## config.mk

```make
export PLATFORM = sky130hd
export DESIGN_NAME = wake_filter
export DESIGN_NICKNAME = d
export VERILOG_FILES = /design/src/rtl/wkf_pkg.sv /design/src/rtl/wkf_idle_counter.sv /design/src/rtl/wkf_sleep_ctrl.sv /design/src/rtl/wkf_data_gate.sv /design/src/rtl/wake_filter.sv
export SDC_FILE = /design/constraint.sdc
export NUM_CORES = 1
export LEC_CHECK = 0
export ABC_AREA = 0
export CAP_MARGIN = 20
export CORE_AREA = 2 2 46 48
export DETAILED_ROUTE_END_ITERATION = 10
export DIE_AREA = 0 0 48 50
export PLACE_DENSITY = 0.75
export SLEW_MARGIN = 20
export SYNTH_ARGS = -nofsm -noshare
export SYNTH_HDL_FRONTEND = slang
export SYNTH_SLANG_ARGS = --single-unit
```

## constraint.sdc

```tcl
create_clock -name clk -period 1.91 [get_ports clk]
set_input_delay 0.573 -clock clk [delete_from_list [all_inputs] [get_ports clk]]
set_output_delay 0.573 -clock clk [all_outputs]
set_load 0.005 [all_outputs]
```

## src/rtl/wkf_pkg.sv

```systemverilog
package wkf_pkg;
   typedef enum logic {
      WAKE_IDLE = 1'b0,
      WAKE_ADDR = 1'b1
   } wake_mode_e;
endpackage

```

## src/rtl/wkf_idle_counter.sv

```systemverilog
module wkf_idle_counter #(
   parameter int IDLE_SHORT = 10,
   parameter int IDLE_LONG  = 11
) (
   input  logic clk,
   input  logic rst_n,
   input  logic idle_type_i,
   input  logic nine_bit_i,
   input  logic start_i,
   input  logic frame_done_i,
   input  logic bit_tick_i,
   input  logic line_i,
   output logic idle_hit_o
);
   localparam int CNT_W = $clog2(IDLE_LONG + 1);
   localparam logic [CNT_W-1:0] LAST_S = CNT_W'(IDLE_SHORT - 1);
   localparam logic [CNT_W-1:0] LAST_L = CNT_W'(IDLE_LONG - 1);

   logic             armed_q;
   logic [CNT_W-1:0] cnt_q;
   logic [CNT_W-1:0] last;
   logic             arm_evt;
   logic             disarm_evt;

   assign last       = nine_bit_i ? LAST_L : LAST_S;
   assign arm_evt    = idle_type_i ? frame_done_i : start_i;
   assign disarm_evt = idle_type_i & start_i;
   assign idle_hit_o = armed_q & bit_tick_i & line_i & (cnt_q == last);

   always_ff @(posedge clk or negedge rst_n) begin
      if (!rst_n) begin
         armed_q <= 1'b1;
      end else if (arm_evt) begin
         armed_q <= 1'b1;
      end else if (disarm_evt || idle_hit_o) begin
         armed_q <= 1'b0;
      end
   end

   always_ff @(posedge clk or negedge rst_n) begin
      if (!rst_n) begin
         cnt_q <= '0;
      end else if (start_i || !armed_q) begin
         cnt_q <= '0;
      end else if (bit_tick_i) begin
         if (!line_i || idle_hit_o) cnt_q <= '0;
         else                       cnt_q <= cnt_q + 1'b1;
      end
   end
endmodule

```

## src/rtl/wkf_sleep_ctrl.sv

```systemverilog
module wkf_sleep_ctrl
   import wkf_pkg::*;
(
   input  logic clk,
   input  logic rst_n,
   input  logic sleep_req_i,
   input  logic wake_sel_i,
   input  logic frame_done_i,
   input  logic frame_msb_i,
   input  logic idle_hit_i,
   output logic asleep_o,
   output logic pass_o,
   output logic idle_det_o
);
   wake_mode_e mode;
   logic       addr_hit;
   logic       wake;
   logic       asleep_q;
   logic       idle_q;

   assign mode     = wake_mode_e'(wake_sel_i);
   assign addr_hit = (mode == WAKE_ADDR) & frame_done_i & frame_msb_i;
   assign wake     = (mode == WAKE_ADDR) ? addr_hit : idle_hit_i;
   assign pass_o   = frame_done_i & (!asleep_q | addr_hit);

   always_ff @(posedge clk or negedge rst_n) begin
      if (!rst_n) begin
         asleep_q <= 1'b0;
      end else if (sleep_req_i) begin
         asleep_q <= 1'b1;
      end else if (asleep_q && wake) begin
         asleep_q <= 1'b0;
      end
   end

   always_ff @(posedge clk or negedge rst_n) begin
      if (!rst_n) idle_q <= 1'b0;
      else        idle_q <= idle_hit_i & !asleep_q;
   end

   assign asleep_o   = asleep_q;
   assign idle_det_o = idle_q;
endmodule

```

## src/rtl/wkf_data_gate.sv

```systemverilog
module wkf_data_gate #(
   parameter int DATA_W  = 9,
   parameter bit REG_OUT = 1'b1
) (
   input  logic              clk,
   input  logic              rst_n,
   input  logic              pass_i,
   input  logic [DATA_W-1:0] data_i,
   output logic              vld_o,
   output logic [DATA_W-1:0] data_o
);
   generate
      if (REG_OUT) begin : g_reg
         logic              vld_q;
         logic [DATA_W-1:0] data_q;
         always_ff @(posedge clk or negedge rst_n) begin
            if (!rst_n) begin
               vld_q  <= 1'b0;
               data_q <= '0;
            end else begin
               vld_q <= pass_i;
               if (pass_i) data_q <= data_i;
            end
         end
         assign vld_o  = vld_q;
         assign data_o = data_q;
      end else begin : g_comb
         logic unused_clk;
         assign unused_clk = clk ^ rst_n;
         assign vld_o  = pass_i;
         assign data_o = data_i;
      end
   endgenerate
endmodule

```

## src/rtl/wake_filter.sv

```systemverilog
module wake_filter #(
   parameter int DATA_W     = 9,
   parameter int IDLE_SHORT = 10,
   parameter int IDLE_LONG  = 11,
   parameter bit REG_OUT    = 1'b1
) (
   input  logic              clk,
   input  logic              rst_n,
   input  logic              sleep_req_i,
   input  logic              wake_sel_i,
   input  logic              idle_type_i,
   input  logic              nine_bit_i,
   input  logic              start_i,
   input  logic              bit_tick_i,
   input  logic              line_i,
   input  logic              frame_done_i,
   input  logic [DATA_W-1:0] frame_data_i,
   input  logic              frame_msb_i,
   output logic              asleep_o,
   output logic              rx_vld_o,
   output logic [DATA_W-1:0] rx_data_o,
   output logic              idle_det_o
);
   initial begin
      if (DATA_W < 2)               $error("DATA_W must be at least 2");
      if (IDLE_SHORT < 2)           $error("IDLE_SHORT must be at least 2");
      if (IDLE_LONG <= IDLE_SHORT)  $error("IDLE_LONG must exceed IDLE_SHORT");
   end

   logic idle_hit;
   logic pass;

   wkf_idle_counter #(.IDLE_SHORT(IDLE_SHORT), .IDLE_LONG(IDLE_LONG)) u_idle (
      .clk(clk), .rst_n(rst_n), .idle_type_i(idle_type_i), .nine_bit_i(nine_bit_i),
      .start_i(start_i), .frame_done_i(frame_done_i), .bit_tick_i(bit_tick_i),
      .line_i(line_i), .idle_hit_o(idle_hit));

   wkf_sleep_ctrl u_sleep (
      .clk(clk), .rst_n(rst_n), .sleep_req_i(sleep_req_i), .wake_sel_i(wake_sel_i),
      .frame_done_i(frame_done_i), .frame_msb_i(frame_msb_i), .idle_hit_i(idle_hit),
      .asleep_o(asleep_o), .pass_o(pass), .idle_det_o(idle_det_o));

   wkf_data_gate #(.DATA_W(DATA_W), .REG_OUT(REG_OUT)) u_gate (
      .clk(clk), .rst_n(rst_n), .pass_i(pass), .data_i(frame_data_i),
      .vld_o(rx_vld_o), .data_o(rx_data_o));
endmodule

```

==> flow_summary.json, run 1 <==
{
  "status": "finished clean",
  "synth_cell_types": 22,
  "grt_pass1_vias": 564,
  "met1_length_um": 626,
  "reg2reg_to": "u_sleep.asleep_o",
  "worstHoldPathCells": 1,
  "overflow": 0,
  "slowest_stage": "clkdlybuf4s50_1",
  "post_cts_buffers": 0,
  "hpwl_um": 1120,
  "ys_seq_elements": 17,
  "slew_viol_final": 0,
  "setup-violations-final": 0,
  "cts_buffers": 3,
  "synth.area.top_cells": "dfrtp_1, mux2_1, dfstp_2",
  "first_iter_violations": 4,
  "fin_crit_sh_pct": 93.8,
  "r2r-start": "u_idle.cnt_q[1]",
  "crit_family": "buffers and inverters",
  "cts_root_buf": "clkbuf_4",
  "vdd_drop_max_mv": 0.450,
  "cts_tree": "yes",
  "drc": 0,
  "final_area_um2": 1160,
  "reg2reg_slack_ns": 0.32,
  "antenna_left": 0,
  "wl_per_cell_um": 11.3,
  "antenna_found_initial": 0,
  "top_layer": "met4",
  "dp_cells": 119,
  "r2r_cells": 5,
  "hold_violations": 0,
  "drive_gt1_share_pct": 12.5,
  "drv_cap": 0,
  "cts.path.max_buffers": 2,
  "cp-end-kind": "primary output",
  "cts.clk_slew.worst_paths_ns": 0.10,
  "fp.dieArea_um2": 2400,
  "fillers": 168,
  "path_cells": "clkdlybuf4s50_1",
  "gp_congestion": 0.701,
  "firstDrtPassIters": 2,
  "p_leak_uw": 0.000495,
  "fp.dieH_um": 50,
  "grt_pass1_wl_um": 2300,
  "p_per_area_nw_per_um2": 725,
  "avgViaCountPerCell": 4.72,
  "ctsHoldBuffers": 0,
  "nNetsFinal": 118,
  "required_ns": 1.34,
  "core_um2": 1900,
  "final_common_cell": "clkdlybuf4s50_1",
  "synth_top_area_cell": "dfrtp_1",
  "synth_edf_count": 0,
  "critPathKind": "register to primary output",
  "syn_area_um2": 729,
  "crit_buf_inv": 1,
  "io_buffers": 31,
  "synthCells": 56,
  "ys_warn_count": 0,
  "dr_wl_met3_um": 65,
  "routed-wl-met2_um": 657,
  "min_to": "u_gate.data_o[6]",
  "totalWireLength_um": 1390,
  "skew_ns": 0.00188,
  "fmax_ghz": 0.558,
  "crit_start": "u_sleep.asleep_o",
  "finalCriticalPeriod_ns": 1.79,
  "pin_count": 32,
  "hold_class": "register to register",
  "placed_area_um2": 1120,
  "start_util_pct": 38.4,
  "clk_latency_ns": 0.29,
  "insertedDiodeCount": 0,
  "h-tree-depth": 1,
  "max_stage_delay_ns": 0.52,
  "critPathArrivalTime_ns": 1.22,
  "die_w_um": 48,
  "synth_ff_type": "dfrtp_1",
  "grt_usage_pct": 13.9,
  "seq_area_frac_synth_pct": 58.5,
  "grt_max_degree": 18,
  "area_delta_synth_final_pct": 58.5,
  "vias": 580,
  "rows": 16,
  "syn_avg_cell_area_um2": 13.0,
  "layout_common_cells": "clkdlybuf4s50_1, dfrtp_1, mux2_1, nand2_1, buf_4",
  "yosysTopAreaCellShare_pct": 54.9,
  "tightest_slew_ns": 0.209,
  "syn_nets": 77,
  "clock_sinks": 17,
  "rsz0062_at_grt": "false",
  "fin_cells": 123,
  "hold_start": "u_gate.data_o[6]",
  "worst_setup_path_start_kind": "register",
  "async_reset_ff_share_pct": 100,
  "slew_headroom_pct": 86.0,
  "crit_fanout": 4
}
==> area by class of cell <==
| cell class | count | area, µm² | area share [%] |
|---|---|---|---|
| Sequential cell | 17 | 427 | 36.9 |
| Timing Repair Buffer | 36 | 363 | 31.4 |
| Multi-Input combinational cell | 38 | 299 | 25.9 |
| Tap cell | 27 | 33.8 | 2.92 |
| Clock buffer | 3 | 22.5 | 1.95 |
| Clock inverter | 1 | 7.51 | 0.649 |
| Inverter | 1 | 3.75 | 0.325 |
==> per-layer routing <==
layer | GRT usage, % | vias to the layer above
li1 | - | 286
met1 | 16.9 | 273
met2 | 20.2 | 17
met3 | 4.03 | 4
met4 | 9.46 | 0
met5 | 0 | -
==> state kept, by name, summed over array words and instances (netlist names) <==
register,cells
u_gate.data_o,9
u_idle.armed_q,1
u_gate.vld_o,1
u_sleep.asleep_o,1
u_idle.cnt_q,4
u_sleep.idle_det_o,1
==> cell usage after synthesis, drive strengths merged (2+ instances only) <==
cell type  count
a211o          2
a21oi          2
a32o           2
dfrtp         16
mux2           9
nand2          4
nand2b         2
nand3          3
nand3b         2
nor2           2
nor2b          2
==> kinds of logic (layout without fill, tap and decap cells) <==
family                     count (synthesis)  count (layout)  share of synthesized area, %
and+or+nand+nor                           19              19                          15.6
adders and majority gates                  1               1                          1.71
xor gates and xnor gates                   1               1                          1.20
muxes                                      9               9                          13.9
buffers and inverters                      1              41                         0.514
DFF                                       17              17                          58.5
AOI/OAI and AO/OA                          8               8                          8.58
==> what timing repair did <==
action | CTS | global route
hold endpoints to repair | 0 | 0
gates resized for setup | 0 | 1
setup endpoints to repair | 0 | 3
==> per-stage QoR <==
| stage | TNS [ns] | utilization [%] | hold slack (ns) | setup slack [ns] | power (µW) |
|---|---|---|---|---|---|
| 2_1_floorplan | 0 | - | 0.277 | 0.138 | 492 |
| 3_3_place_gp | -1.45 | 59.1 | 0.473 | -0.269 | 643 |
| 3_5_place_dp | -1.68 | 59.1 | 0.480 | -0.303 | 649 |
| 4_1_cts | 0 | 60.7 | 0.500 | 0.00793 | 851 |
| 5_1_grt | 0 | 60.8 | 0.517 | 0.0538 | 887 |
| 6_report | 0 | 60.8 | 0.499 | 0.118 | 838 |
==> where the power goes <==
part / internal, µW / switching (µW)
clock: 79.6 / 121
combinational: 146 / 60.4
sequential: 408 / 22.7
==> how the worst max path moves through the flow <==
stage | end | slack, ns | cells after the start
2_1_floorplan | u_idle.cnt_q[1] | 0.14 | 4
3_3_place_gp | u_idle.cnt_q[1] | -0.27 | 5
3_5_place_dp | u_idle.cnt_q[1] | -0.30 | 5
4_1_cts | u_idle.cnt_q[1] | 0.008 | 5
5_1_grt | asleep_o | 0.05 | 1
6_report | asleep_o | 0.12 | 1
(Power assumes the default switching activity.)
==> run 2: changes to the inputs <==
--- a/config.mk
+++ b/config.mk
@@ -6,6 +6,7 @@
 export NUM_CORES = 1
 export LEC_CHECK = 0
 export ABC_AREA = 0
+export ABC_CLOCK_PERIOD_IN_PS = 1910
 export CAP_MARGIN = 20
 export CORE_AREA = 2 2 46 48
 export DETAILED_ROUTE_END_ITERATION = 10
==> results of run 2 <==
Same layout as run 1: the final DEF is identical, and so are final timing and power.
